$ cat src/rtl/ptw_pkg.sv
package ptw_pkg;

  typedef enum logic [2:0] {
    ST_IDLE   = 3'd0,
    ST_RD_OUT = 3'd1,
    ST_WT_OUT = 3'd2,
    ST_RD_IN  = 3'd3,
    ST_WT_IN  = 3'd4,
    ST_DONE   = 3'd5
  } walk_st_e;

  typedef enum logic [1:0] {
    FLT_NONE  = 2'd0,
    FLT_BOUND = 2'd1,
    FLT_OUTER = 2'd2,
    FLT_INNER = 2'd3
  } walk_flt_e;

endpackage

$ cat src/rtl/ptw_bound_chk.sv
module ptw_bound_chk #(
  parameter int OUT_W = 12
) (
  input  logic [OUT_W-1:0] idx,
  input  logic [OUT_W:0]   len,
  output logic             in_range
);
  assign in_range = ({1'b0, idx} < len);
endmodule

$ cat src/rtl/ptw_datapath.sv
module ptw_datapath #(
  parameter int VA_W  = 32,
  parameter int OFF_W = 10,
  parameter int OUT_W = 12,
  parameter int ENT_W = 32
) (
  input  logic               clk,
  input  logic               rst_n,
  input  logic               capture,
  input  logic               load_inner,
  input  logic               load_frame,
  input  logic               sel_inner,
  input  logic [VA_W-1:0]    vaddr_in,
  input  logic [ENT_W-1:0]   base_in,
  input  logic [OUT_W:0]     len_in,
  input  logic [ENT_W-1:0]   rdata,
  output logic [OUT_W-1:0]   outer_idx,
  output logic [OUT_W:0]     len_q,
  output logic [ENT_W-1:0]   mem_addr,
  output logic [ENT_W-1:0]   paddr
);
  localparam int IN_W  = VA_W - OFF_W - OUT_W;
  localparam int PA_W  = ENT_W;
  localparam int FRM_W = ENT_W - OFF_W;

  function automatic logic [PA_W-1:0] entry_addr(input logic [PA_W-1:0] tbase,
                                                 input logic [OUT_W-1:0] idx);
    return tbase + PA_W'({idx, 2'b00});
  endfunction

  function automatic logic [PA_W-1:0] table_of(input logic [ENT_W-1:0] ent);
    return {ent[ENT_W-1:OFF_W], {OFF_W{1'b0}}};
  endfunction

  logic [VA_W-1:0]  vaddr_q;
  logic [PA_W-1:0]  base_q;
  logic [PA_W-1:0]  inner_base_q;
  logic [FRM_W-1:0] frame_q;
  logic [IN_W-1:0]  inner_idx;
  logic             unused_rsvd;

  assign unused_rsvd = ^rdata[OFF_W-1:0];

  always_ff @(posedge clk or negedge rst_n) begin
    if (!rst_n) begin
      vaddr_q      <= '0;
      base_q       <= '0;
      len_q        <= '0;
      inner_base_q <= '0;
      frame_q      <= '0;
    end else begin
      if (capture) begin
        vaddr_q <= vaddr_in;
        base_q  <= base_in;
        len_q   <= len_in;
      end
      if (load_inner) inner_base_q <= table_of(rdata);
      if (load_frame) frame_q      <= rdata[ENT_W-1:OFF_W];
    end
  end

  assign outer_idx = vaddr_q[VA_W-1:OFF_W+IN_W];
  assign inner_idx = vaddr_q[OFF_W+IN_W-1:OFF_W];
  assign mem_addr  = sel_inner ? entry_addr(inner_base_q, OUT_W'(inner_idx))
                               : entry_addr(base_q, outer_idx);
  assign paddr     = {frame_q, vaddr_q[OFF_W-1:0]};


  inner_base_aligned_chk: assert property (@(posedge clk) disable iff (!rst_n)
    load_inner |=> (inner_base_q[OFF_W-1:0] == '0));
endmodule

$ cat src/rtl/ptw_fsm.sv
module ptw_fsm
  import ptw_pkg::*;
(
  input  logic      clk,
  input  logic      rst_n,
  input  logic      req_valid,
  input  logic      in_range,
  input  logic      mem_rvalid,
  input  logic      ent_valid,
  output logic      capture,
  output logic      load_inner,
  output logic      load_frame,
  output logic      sel_inner,
  output logic      mem_req,
  output logic      rsp_valid,
  output logic      busy,
  output walk_flt_e fault
);
  walk_st_e  st_q, st_d;
  walk_flt_e flt_d;
  logic      waiting;

  always_comb begin
    st_d       = st_q;
    flt_d      = fault;
    capture    = 1'b0;
    load_inner = 1'b0;
    load_frame = 1'b0;
    sel_inner  = 1'b0;
    mem_req    = 1'b0;
    case (st_q)
      ST_IDLE: if (req_valid) begin
        capture = 1'b1;
        flt_d   = FLT_NONE;
        st_d    = ST_RD_OUT;
      end
      ST_RD_OUT: if (!in_range) begin
        flt_d = FLT_BOUND;
        st_d  = ST_DONE;
      end else begin
        mem_req = 1'b1;
        st_d    = ST_WT_OUT;
      end
      ST_WT_OUT: if (mem_rvalid) begin
        if (!ent_valid) begin
          flt_d = FLT_OUTER;
          st_d  = ST_DONE;
        end else begin
          load_inner = 1'b1;
          st_d       = ST_RD_IN;
        end
      end
      ST_RD_IN: begin
        sel_inner = 1'b1;
        mem_req   = 1'b1;
        st_d      = ST_WT_IN;
      end
      ST_WT_IN: begin
        sel_inner = 1'b1;
        if (mem_rvalid) begin
          if (!ent_valid) flt_d = FLT_INNER;
          else            load_frame = 1'b1;
          st_d = ST_DONE;
        end
      end
      ST_DONE: st_d = ST_IDLE;
      default: st_d = ST_IDLE;
    endcase
  end

  always_ff @(posedge clk or negedge rst_n) begin
    if (!rst_n) begin
      st_q  <= ST_IDLE;
      fault <= FLT_NONE;
    end else begin
      st_q  <= st_d;
      fault <= flt_d;
    end
  end

  assign busy      = (st_q != ST_IDLE);
  assign rsp_valid = (st_q == ST_DONE);
  assign waiting   = (st_q == ST_WT_OUT) || (st_q == ST_WT_IN);


  single_req_chk: assert property (@(posedge clk) disable iff (!rst_n)
    mem_req |=> !mem_req);

  req_then_wait_chk: assert property (@(posedge clk) disable iff (!rst_n)
    mem_req |=> waiting);

  idle_after_rsp_chk: assert property (@(posedge clk) disable iff (!rst_n)
    rsp_valid |=> !busy);

  busy_on_accept_chk: assert property (@(posedge clk) disable iff (!rst_n)
    capture |=> busy && !rsp_valid);
endmodule

$ cat src/rtl/pt_walker.sv
module pt_walker
  import ptw_pkg::*;
#(
  parameter int VA_W  = 32,
  parameter int OFF_W = 10,
  parameter int OUT_W = 12,
  parameter int ENT_W = 32
) (
  input  logic             clk,
  input  logic             rst_n,
  input  logic             req_valid,
  input  logic [VA_W-1:0]  req_vaddr,
  input  logic [ENT_W-1:0] tbl_base,
  input  logic [OUT_W:0]   tbl_len,
  output logic             busy,
  output logic             rsp_valid,
  output logic [ENT_W-1:0] rsp_paddr,
  output logic [1:0]       rsp_fault,
  output logic             mem_req,
  output logic [ENT_W-1:0] mem_addr,
  input  logic             mem_rvalid,
  input  logic [ENT_W-1:0] mem_rdata
);
  logic             capture, load_inner, load_frame, sel_inner, in_range;
  logic [OUT_W-1:0] outer_idx;
  logic [OUT_W:0]   len_q;
  walk_flt_e        fault;
  logic [1:0]       rd_cnt;

  ptw_bound_chk #(.OUT_W(OUT_W)) u_bound (
    .idx(outer_idx), .len(len_q), .in_range(in_range)
  );

  ptw_datapath #(.VA_W(VA_W), .OFF_W(OFF_W), .OUT_W(OUT_W), .ENT_W(ENT_W)) u_dp (
    .clk(clk), .rst_n(rst_n), .capture(capture), .load_inner(load_inner),
    .load_frame(load_frame), .sel_inner(sel_inner), .vaddr_in(req_vaddr),
    .base_in(tbl_base), .len_in(tbl_len), .rdata(mem_rdata),
    .outer_idx(outer_idx), .len_q(len_q), .mem_addr(mem_addr), .paddr(rsp_paddr)
  );

  ptw_fsm u_fsm (
    .clk(clk), .rst_n(rst_n), .req_valid(req_valid), .in_range(in_range),
    .mem_rvalid(mem_rvalid), .ent_valid(mem_rdata[0]), .capture(capture),
    .load_inner(load_inner), .load_frame(load_frame), .sel_inner(sel_inner),
    .mem_req(mem_req), .rsp_valid(rsp_valid), .busy(busy), .fault(fault)
  );

  assign rsp_fault = fault;

  always_ff @(posedge clk or negedge rst_n) begin
    if (!rst_n)       rd_cnt <= '0;
    else if (capture) rd_cnt <= '0;
    else if (mem_req) rd_cnt <= rd_cnt + 2'd1;
  end


  bound_no_read_chk: assert property (@(posedge clk) disable iff (!rst_n)
    (rsp_valid && fault == FLT_BOUND) |-> rd_cnt == 2'd0);

  outer_fault_one_read_chk: assert property (@(posedge clk) disable iff (!rst_n)
    (rsp_valid && fault == FLT_OUTER) |-> rd_cnt == 2'd1);

  ok_two_reads_chk: assert property (@(posedge clk) disable iff (!rst_n)
    (rsp_valid && fault == FLT_NONE) |-> rd_cnt == 2'd2);

  walk_index_held_chk: assert property (@(posedge clk) disable iff (!rst_n)
    (busy && !rsp_valid) |=> $stable(outer_idx));
endmodule

$ cat config.mk
export PLATFORM = sky130hd
export DESIGN_NAME = pt_walker
export DESIGN_NICKNAME = d
export VERILOG_FILES = /design/src/rtl/ptw_pkg.sv /design/src/rtl/ptw_bound_chk.sv /design/src/rtl/ptw_datapath.sv /design/src/rtl/ptw_fsm.sv /design/src/rtl/pt_walker.sv
export SDC_FILE = /design/constraint.sdc
export NUM_CORES = 1
export LEC_CHECK = 0
export ABC_AREA = 1
export BUFFER_PORTS_ARGS = -buffer_cell sky130_fd_sc_hd__buf_4
export CORE_UTILIZATION = 50
export CTS_CLUSTER_DIAMETER = 50
export DETAILED_ROUTE_END_ITERATION = 7
export GPL_TIMING_DRIVEN = 0
export PLACE_DENSITY = 0.87
export SKIP_CTS_REPAIR_TIMING = 1
export SLEW_MARGIN = 10
export SYNTH_ARGS = -nofsm -noshare
export SYNTH_HDL_FRONTEND = slang
export SYNTH_SLANG_ARGS = --single-unit
$ cat constraint.sdc
create_clock -name clk -period 2.6 [get_ports clk]
set_input_delay 0.52 -clock clk [delete_from_list [all_inputs] [get_ports clk]]
set_output_delay 0.52 -clock clk [all_outputs]
set_load 0.01 [all_outputs]
# Word-level counts from Yosys, hierarchy flattened

Index checks and enable logic that the tools add are counted.

Register bits: 126
Input bits: 113
Output and inout bits: 69

$add $sub $neg: 2
Magnitude comparators: 1
Equal/unequal tests: 11
Multiplexer cells: 23
Reductions and logical operators: 6

Operators by type and width:

| operator                                                              | count |
|---|---|
| 32-bit by 12-bit adder with 32-bit output                             | 1 |
| 32-bit by 14-bit adder with 32-bit output                             | 1 |
| 32-bit 2-to-1 mux                                                     | 1 |
| 3-bit 2-to-1 mux                                                      | 5 |
| 3-bit case mux with 5 select lines                                    | 1 |
| 12-bit by 13-bit less-than comparator with 1-bit output               | 1 |
| 2-bit 2-to-1 mux                                                      | 6 |
| 2-bit inequality test, second input constant                          | 6 |
| 1-bit 2-to-1 mux                                                      | 8 |
| 2-bit case mux with 4 select lines                                    | 1 |
| 7-bit AND reduction                                                   | 1 |
| 3-bit by 2-bit equality test with 1-bit output, second input constant | 2 |
| 3-bit equality test, second input constant                            | 2 |
| 4-bit nonzero test                                                    | 1 |
| 3-bit by 1-bit equality test with 1-bit output, second input constant | 1 |
| 3-bit logical NOT                                                     | 1 |
| 3-bit AND reduction                                                   | 1 |
| 3-bit nonzero test                                                    | 1 |
| 1-bit case mux with 2 select lines                                    | 1 |
| 2-bit OR reduction                                                    | 1 |

# Depth between registers and ports, before layout

Gate-level depths: netlist of run 1.

Depth in word-level cells: 4
Mapped depth: 13

# Modules after synthesis

A second synthesis of run 1 with hierarchy kept.

Cells, all modules: 949
Area, all modules: 7637.3 um^2

By module, submodules not included:

| module        | instances | cells each | area an instance (um^2) |
|---|---|---|---|
| ptw_datapath  | 1         | 829        | 6909.1 |
| ptw_fsm       | 1         | 59         | 391.6 |
| ptw_bound_chk | 1         | 61         | 336.6 |

# Worst setup path before layout of run 1

Ideal clock, no wire load.

Path kind: reg2out
Start point: register u_dp.vaddr_q[20]
End point: output port mem_addr[14]
Data arrival time: 1798 ps
Setup slack: 282 ps
Cell stages (with the launch flop): 12
Path through: dfrtp_1 > ha_1 > fa_1 > nand3_1 > nand3_1 > nand2_1 > nand2_1 > nand2_1 > nand2_1 > nand2_1 > nand2_1 > o22ai_1

Word-level cells in the longest chain between the ends: 2

RTL lines:

| what                                      | line               | text |
|---|---|---|
| from (decl)                               | ptw_datapath.sv:35 | `logic [VA_W-1:0] vaddr_q;` |
| from (signal assigned)                    | ptw_datapath.sv:53 | `vaddr_q <= vaddr_in;` |
| 32-bit by 14-bit adder with 32-bit output | ptw_datapath.sv:28 | `return tbase + PA_W'({idx, 2'b00});` |
| 32-bit 2-to-1 mux                         | ptw_datapath.sv:64 | `assign mem_addr = sel_inner ? entry_addr(inner_base_q, OUT_W'(inner_idx))` |
| to (decl)                                 | pt_walker.sv:20    | `output logic [ENT_W-1:0] mem_addr,` |

No other way between the ends.

# Worst setup path in the final report of run 1

Start point: register u_dp.inner_base_q[10]
End point: output port mem_addr[26]

Word-level cells in the longest chain between the ends: 2

RTL lines:

| what                                      | line               | text |
|---|---|---|
| from (decl)                               | ptw_datapath.sv:37 | `logic [PA_W-1:0] inner_base_q;` |
| from (signal assigned)                    | ptw_datapath.sv:57 | `if (load_inner) inner_base_q <= table_of(rdata);` |
| 32-bit by 12-bit adder with 32-bit output | ptw_datapath.sv:28 |  |
| 32-bit 2-to-1 mux                         | ptw_datapath.sv:64 |  |

No other way between the ends.

==> results.json, run 1 <==
{
  "path_clk_slew_ns": 0.07,
  "drtIter0Drc": 570,
  "maxSlewHeadroom": 0.605,
  "nFillCells": 1007,
  "numPortBuffers": 172,
  "routabilityCongestion": 0.964,
  "synth_edf_count": 0,
  "fin_skew_ns": 0.0103,
  "row_count": 44,
  "ant_nets": 0,
  "synth_top_family_by_area": "simple AND/OR/NAND/NOR gates",
  "worstPathArrival_ns": 2.50,
  "drcViolationCount": 0,
  "clock_sinks": 126,
  "wl_met3_um": 2070,
  "io_pins": 182,
  "synth_mux_area_frac": 0.0728,
  "nets": 1300,
  "cts.htree.levels": 4,
  "p_per_area_mw_per_mm2": 1590,
  "register_area_mm2": 0.00316,
  "met2WireLength_um": 12200,
  "hold_viol_final": 0,
  "report.final.slew_viol_count": 0,
  "numCtsBuffers": 17,
  "grt.overflow.total": 0,
  "dp_hpwl_um": 15900,
  "dpl_cell_area_mm2": 0.00897,
  "grt_pass1_wl_um": 33700,
  "setup_violations": 28,
  "die_h_um": 124,
  "drv_cap": 0,
  "stdcell_count": 1357,
  "vdd_drop_max_uv": 807,
  "internal-power_mw": 8.96,
  "cts_max_path_buffers": 2,
  "seq_area_frac_synth": 0.425,
  "rsz0062_at_grt": "yes",
  "netlist_instances": 946,
  "stdcell_area_mm2": 0.0106,
  "synthFlopType": "dfrtp_1",
  "p_sw_mw": 7.78,
  "grt_max_degree": 73,
  "area_growth_pct": 42.2,
  "comb_power_share": 0.617,
  "antenna_found_initial": 0,
  "cts_tree": "yes",
  "wl_met1_um": 9210,
  "top_layer": "met4",
  "period_share": 1.16,
  "synth_nets": 1086,
  "die_w_um": 124,
  "grt.total_usage": 0.294,
  "yosys.area_share.simple": 0.257,
  "clk_latency_ns": 0.44,
  "routed_wl_um": 24800,
  "crit_path_max_incr_delay_ns": 0.39,
  "drt_first_pass_iters": 6,
  "violations": "negative setup slack",
  "end_kind": "primary output",
  "outcome": "complete, but fails checks",
  "cp_cell_sequence": "ha_2 -> inv_2 -> fa_2 -> inv_2 -> nand2_4 -> nor2_4 -> nand2_2 -> nor2_4 -> nand2_4 -> o21ai_4 -> nand3_2 -> nand2_2 -> buf_6",
  "post_synth_fa_ha_maj_area_fraction": 0.0475,
  "root_buffer": "clkbuf_16",
  "multi_input_area_mm2": 0.00435,
  "synth_xor_area_frac": 0.0189,
  "synth_area_mm2": 0.00742,
  "seqPwrFrac": 0.235,
  "leakage_nw": 5.36,
  "setup_slack_ns": -0.425,
  "hold_path.class": "input pin to asynchronous set/reset pin",
  "cp_max_fo": 4,
  "max_freq_mhz": 331,
  "grt_pass1_vias": 6847,
  "start_util": 0.511,
  "switching_share": 0.465,
  "drive_above_1_share": 0.406,
  "clock_power_share": 0.148,
  "worstPathRequired_ns": 2.08,
  "ys_seq_elements": 126,
  "yosys_warnings": 0,
  "ys_types": 42,
  "dieArea_mm2": 0.0153,
  "fin_util": 0.726,
  "wl_per_cell_um": 18.3,
  "via_per_inst": 5.63,
  "async_flop_share": 1.00,
  "core_mm2": 0.0145,
  "place_inst": 1303,
  "num_vias": 7636,
  "n_antenna_cell": 0,
  "worstMarginPinSlew_ns": 0.593,
  "syn_area_per_cell_um2": 7.85,
  "startpoint_type": "flop",
  "post-route-min-period_ns": 3.02,
  "synth-compound-area-share": 0.0899,
  "crit_type": "flop to primary output",
  "cpMaxStageDelayCell": "dfrtp_1"
}
-- cell usage in the layout (no fill, tap or decap), drive strengths merged --
cell,count
ha,25
nor2,81
bufinv,2
o31ai,1
mux2,48
a21oi,48
nor3,14
xnor2,8
inv,125
nand4,12
nand3b,5
nor3b,2
o22ai,1
o21ai,72
fa,2
buf,221
and3,1
o21bai,2
xor2,8
or2,2
dfrtp,126
clkinvlp,2
clkinv,4
o211ai,1
nand3,53
nand2,279
a21o,1
clkbuf,27
-- power by group through the flow --
stage / logic, mW / clock network (mW) / registers [mW]
6_report: 10.3 / 2.48 / 3.93
5_1_grt: 11.0 / 2.59 / 4.02
4_1_cts: 7.57 / 2.46 / 3.74
3_5_place_dp: 7.49 / 0 / 3.73
3_3_place_gp: 7.28 / 0 / 3.70
2_1_floorplan: 4.66 / 0 / 3.59
-- layout make-up --
cell class,count,area share
clock buffer,19,0.0429
multi-input combinational,666,0.412
timing repair buffer,195,0.146
tap,184,0.0218
sequential,126,0.300
clock inverter,13,0.0145
buffer,34,0.0199
inverter,120,0.0429
-- worst max-delay path, delay by kind of cell (launching register included) --
family                   cells  cell delay, ns
AO/OA/AOI/OAI                1            0.18
adder cells (fa/ha/maj)      2            0.53
flip-flops                   1            0.39
AND/OR/NAND/NOR              7            0.74
buffers and inverters        3            0.23
-- layer usage --
metal / GRT usage / up-vias
met5: 0 / -
met4: 0.157 / 0
met3: 0.0760 / 128
met2: 0.485 / 430
met1: 0.350 / 3615
li1: - / 3463
-- sequential cells by signal, indices dropped and copies added, names as in the netlist --
signal             count
u_dp.len_q            13
u_fsm.fault            2
u_dp.frame_q          22
u_dp.inner_base_q     22
u_dp.vaddr_q          32
u_fsm.st_q             3
u_dp.base_q           32
-- metrics by stage --
step	hold slack [ns]	setup WS, ns	setup TNS [ns]	power [mW]
after CTS	0.0468	-0.637	-10.49	13.8
after detailed placement	0.471	-0.126	-0.304	11.2
after global placement	0.459	-0.0892	-0.0943	11.0
after global routing	0.0640	-0.541	-8.86	17.6
after floorplan	0.224	0.282	0	8.25
final	0.0267	-0.425	-6.63	16.7
-- final timing paths --
| path | start | to | slack, ns | depth (start not counted) |
|---|---|---|---|---|
| setup / recovery | u_dp.inner_base_q[10]$_DFFE_PN0P_ | mem_addr[26] | -0.42 | 13 |
| hold / removal | rst_n | u_dp.base_q[0]$_DFFE_PN0P_ | 0.03 | 1 |
| setup reg to reg | u_dp.vaddr_q[21]$_DFFE_PN0P_ | u_fsm.fault[1]$_DFFE_PN0P_ | 0.68 | 12 |
| hold reg to reg | u_fsm.fault[1]$_DFFE_PN0P_ | u_fsm.fault[1]$_DFFE_PN0P_ | 0.49 | 2 |
| max in group asynchronous | rst_n | u_dp.vaddr_q[9]$_DFFE_PN0P_ | 1.82 | 2 |
| min in group clk | req_vaddr[10] | u_dp.vaddr_q[10]$_DFFE_PN0P_ | 0.31 | 2 |
-- Yosys cell counts, types with 12 or more instances --
| master | number | share of area |
|---|---|---|
| nand2_1 | 273 | 0.14 |
| dfrtp_1 | 126 | 0.42 |
| inv_1 | 115 | 0.058 |
| nor2_1 | 72 | 0.036 |
| o21ai_0 | 64 | 0.043 |
| nand3_1 | 52 | 0.035 |
| mux2_2 | 48 | 0.073 |
| a21oi_1 | 47 | 0.032 |
| ha_1 | 25 | 0.042 |
| buf_2 | 14 | 0.0094 |
| buf_4 | 12 | 0.012 |
| nor3_1 | 12 | 0.0081 |
-- logic make-up after synthesis --
logic type / after synthesis
xor gates and xnor gates: 16
buffers and inverters: 154
DFF: 126
adders and majority gates: 27
muxes: 48
and+or+nand+nor: 449
AOI/OAI and AO/OA: 126
Power figures use the tool's default switching activity.
==> inputs of run 2 (changes only) <==
--- a/config.mk
+++ b/config.mk
@@ -12,7 +12,6 @@
 export DETAILED_ROUTE_END_ITERATION = 7
 export GPL_TIMING_DRIVEN = 0
 export PLACE_DENSITY = 0.87
-export SKIP_CTS_REPAIR_TIMING = 1
 export SLEW_MARGIN = 10
 export SYNTH_ARGS = -nofsm -noshare
 export SYNTH_HDL_FRONTEND = slang
==> run 2 against run 1 <==
Effect of this change:
- the run ends with design-rule violations, negative setup slack left
- largest cell class unchanged
- final area increased by 3.1%
- combinational power increased by 9.7%
- clock skew increased by 0.0022 ns
- setup slack got worse by 0.0056 ns
- critical path depth decreased by 4
- via count increased by 6.0%
- wire length increased by 12%
- first-iteration DRC count increased by 34%
- maximum frequency decreased by 0.18%
- global-route usage increased by 3.0 points
==> results.json, run 2 (synthesis gave the netlist of run 1 again) <==
{
  "setup_slack_ns": -0.430,
  "fin_skew_ns": 0.0125,
  "drv_cap": 0,
  "largestRegisters": "u_dp.base_q x32, u_dp.vaddr_q x32",
  "outcome": "complete, but fails checks",
  "max_freq_mhz": 330,
  "hold_path.class": "input pin to asynchronous set/reset pin",
  "stdcell_area_mm2": 0.0109,
  "wl_per_cell_um": 20.2,
  "power_mw": 17.8,
  "register_area_mm2": 0.00316,
  "numCtsBuffers": 17,
  "met3_usage": 0.0994,
  "p_per_area_mw_per_mm2": 1640,
  "worstMarginPinSlew_ns": 0.646,
  "place_inst": 1303,
  "start_util": 0.511,
  "vdd_drop_max_uv": 898,
  "grt_pass1_wl_um": 37000,
  "routed_wl_um": 27800,
  "routabilityCongestion": 0.964,
  "root_buffer": "clkbuf_16",
  "num_vias": 8094,
  "dp_hpwl_um": 15900,
  "core_mm2": 0.0145,
  "fin_util": 0.749,
  "hold_viol_final": 0,
  "grt.met2_usage": 0.541,
  "cts_tree": "yes",
  "pre_cts_slack_ns": -0.126,
  "globalRouteMet1Util": 0.369,
  "cts_max_path_buffers": 2,
  "cp_max_fo": 6,
  "die_h_um": 124,
  "numPortBuffers": 172,
  "grt.overflow.total": 0,
  "n_antenna_cell": 0,
  "io_pins": 182,
  "die_w_um": 124,
  "reg2reg_depth": 10,
  "grt_pass1_vias": 7435,
  "drcViolationCount": 20,
  "area_growth_pct": 46.6,
  "period_share": 1.17,
  "clk_latency_ns": 0.45,
  "layout_common_cells": "nand2_1 (215), buf_4 (203), dfrtp_1 (118)",
  "setup_violations": 28,
  "violations": "design-rule violations, negative setup slack",
  "cts.htree.levels": 4,
  "startpoint_type": "flop",
  "nFillCells": 936,
  "path_clk_slew_ns": 0.06,
  "grt.total_usage": 0.324,
  "drtIter0Drc": 764,
  "drt_first_pass_iters": 8,
  "grt_max_degree": 73,
  "clock_sinks": 126,
  "crit_type": "flop to primary output",
  "stdcell_count": 1378,
  "r2r_start": "u_dp.vaddr_q[31]$_DFFE_PN0P_",
  "worstPathRequired_ns": 2.08,
  "nets": 1321,
  "dieArea_mm2": 0.0153,
  "dpl_cell_area_mm2": 0.00897,
  "crit_path_start": "u_dp.base_q[14]$_DFFE_PN0P_",
  "drive_above_1_share": 0.431,
  "worstPathArrival_ns": 2.51,
  "antenna_found_initial": 0,
  "reg2reg_slack_ns": 0.72,
  "hold_buffers": 0,
  "ant_nets": 0,
  "row_count": 44,
  "post-route-min-period_ns": 3.03,
  "report.final.slew_viol_count": 0,
  "end_kind": "primary output",
  "leakage_nw": 5.49,
  "rsz0062_at_grt": "yes",
  "top_usage_layer": "met2",
  "final_common_cell": "nand2_1",
  "maxSlewHeadroom": 0.570,
  "multi_input_area_mm2": 0.00448,
  "via_per_inst": 5.87,
  "rr_endpoint": "u_fsm.st_q[1]$_DFFE_PN0P_"
}
-- run 2: how the worst max path moves through the flow --
| stage | endpoint | depth (start not counted) |
|---|---|---|
| floorplan | mem_addr[14] | 11 |
| global placement | mem_addr[18] | 12 |
| detailed placement | mem_addr[18] | 12 |
| CTS | mem_addr[26] | 13 |
| global route | mem_addr[22] | 10 |
| finish | mem_addr[22] | 9 |
-- run 2: layout make-up --
class                           instances  share of cell area
Buffer                                 34              0.0191
Multi-Input combinational cell        666               0.412
Tap cell                              184              0.0212
Clock buffer                           19              0.0416
Timing Repair Buffer                  216               0.160
Inverter                              120              0.0419
Clock inverter                         13              0.0140
Sequential cell                       126               0.291
-- run 2: critical path, stage by stage, from the launching register on --
cell     delay [ns]
dfrtp_1        0.61
nand2_1        0.19
inv_2          0.13
nand3_1        0.13
nor2_1         0.30
nand4_1        0.24
nand3_1        0.15
nand3_1        0.11
nand2_1        0.11
buf_6          0.11
-- run 2: through the flow --
| stage | setup TNS (ns) | hold WS, ns |
|---|---|---|
| 6_report | -8.12 | 0.0243 |
| 4_1_cts | -3.50 | 0.0468 |
| 3_5_place_dp | -0.304 | 0.471 |
| 3_3_place_gp | -0.0943 | 0.459 |
| 2_1_floorplan | 0 | 0.224 |
| 5_1_grt | -9.96 | 0.0619 |
-- run 2: layer usage --
layer | share of wire | wire (um)
met4 | 0.073 | 2030
met1 | 0.35 | 9620
met2 | 0.48 | 13300
met3 | 0.10 | 2850
met5 | 0.0017 | 46
-- run 2: what timing repair did --
item	CTS	global route
setup endpoints to repair	28	29
pin swaps	60	66
setup buffers	24	19
gates resized for setup	122	120
-- run 2: where the power goes --
part / switching (mW) / internal, mW / leakage (nW) / total, mW
sequential: 1.05 / 2.94 / 1.49 / 4.00
clock: 1.01 / 1.48 / 0.293 / 2.49
combinational: 6.35 / 4.99 / 3.71 / 11.3
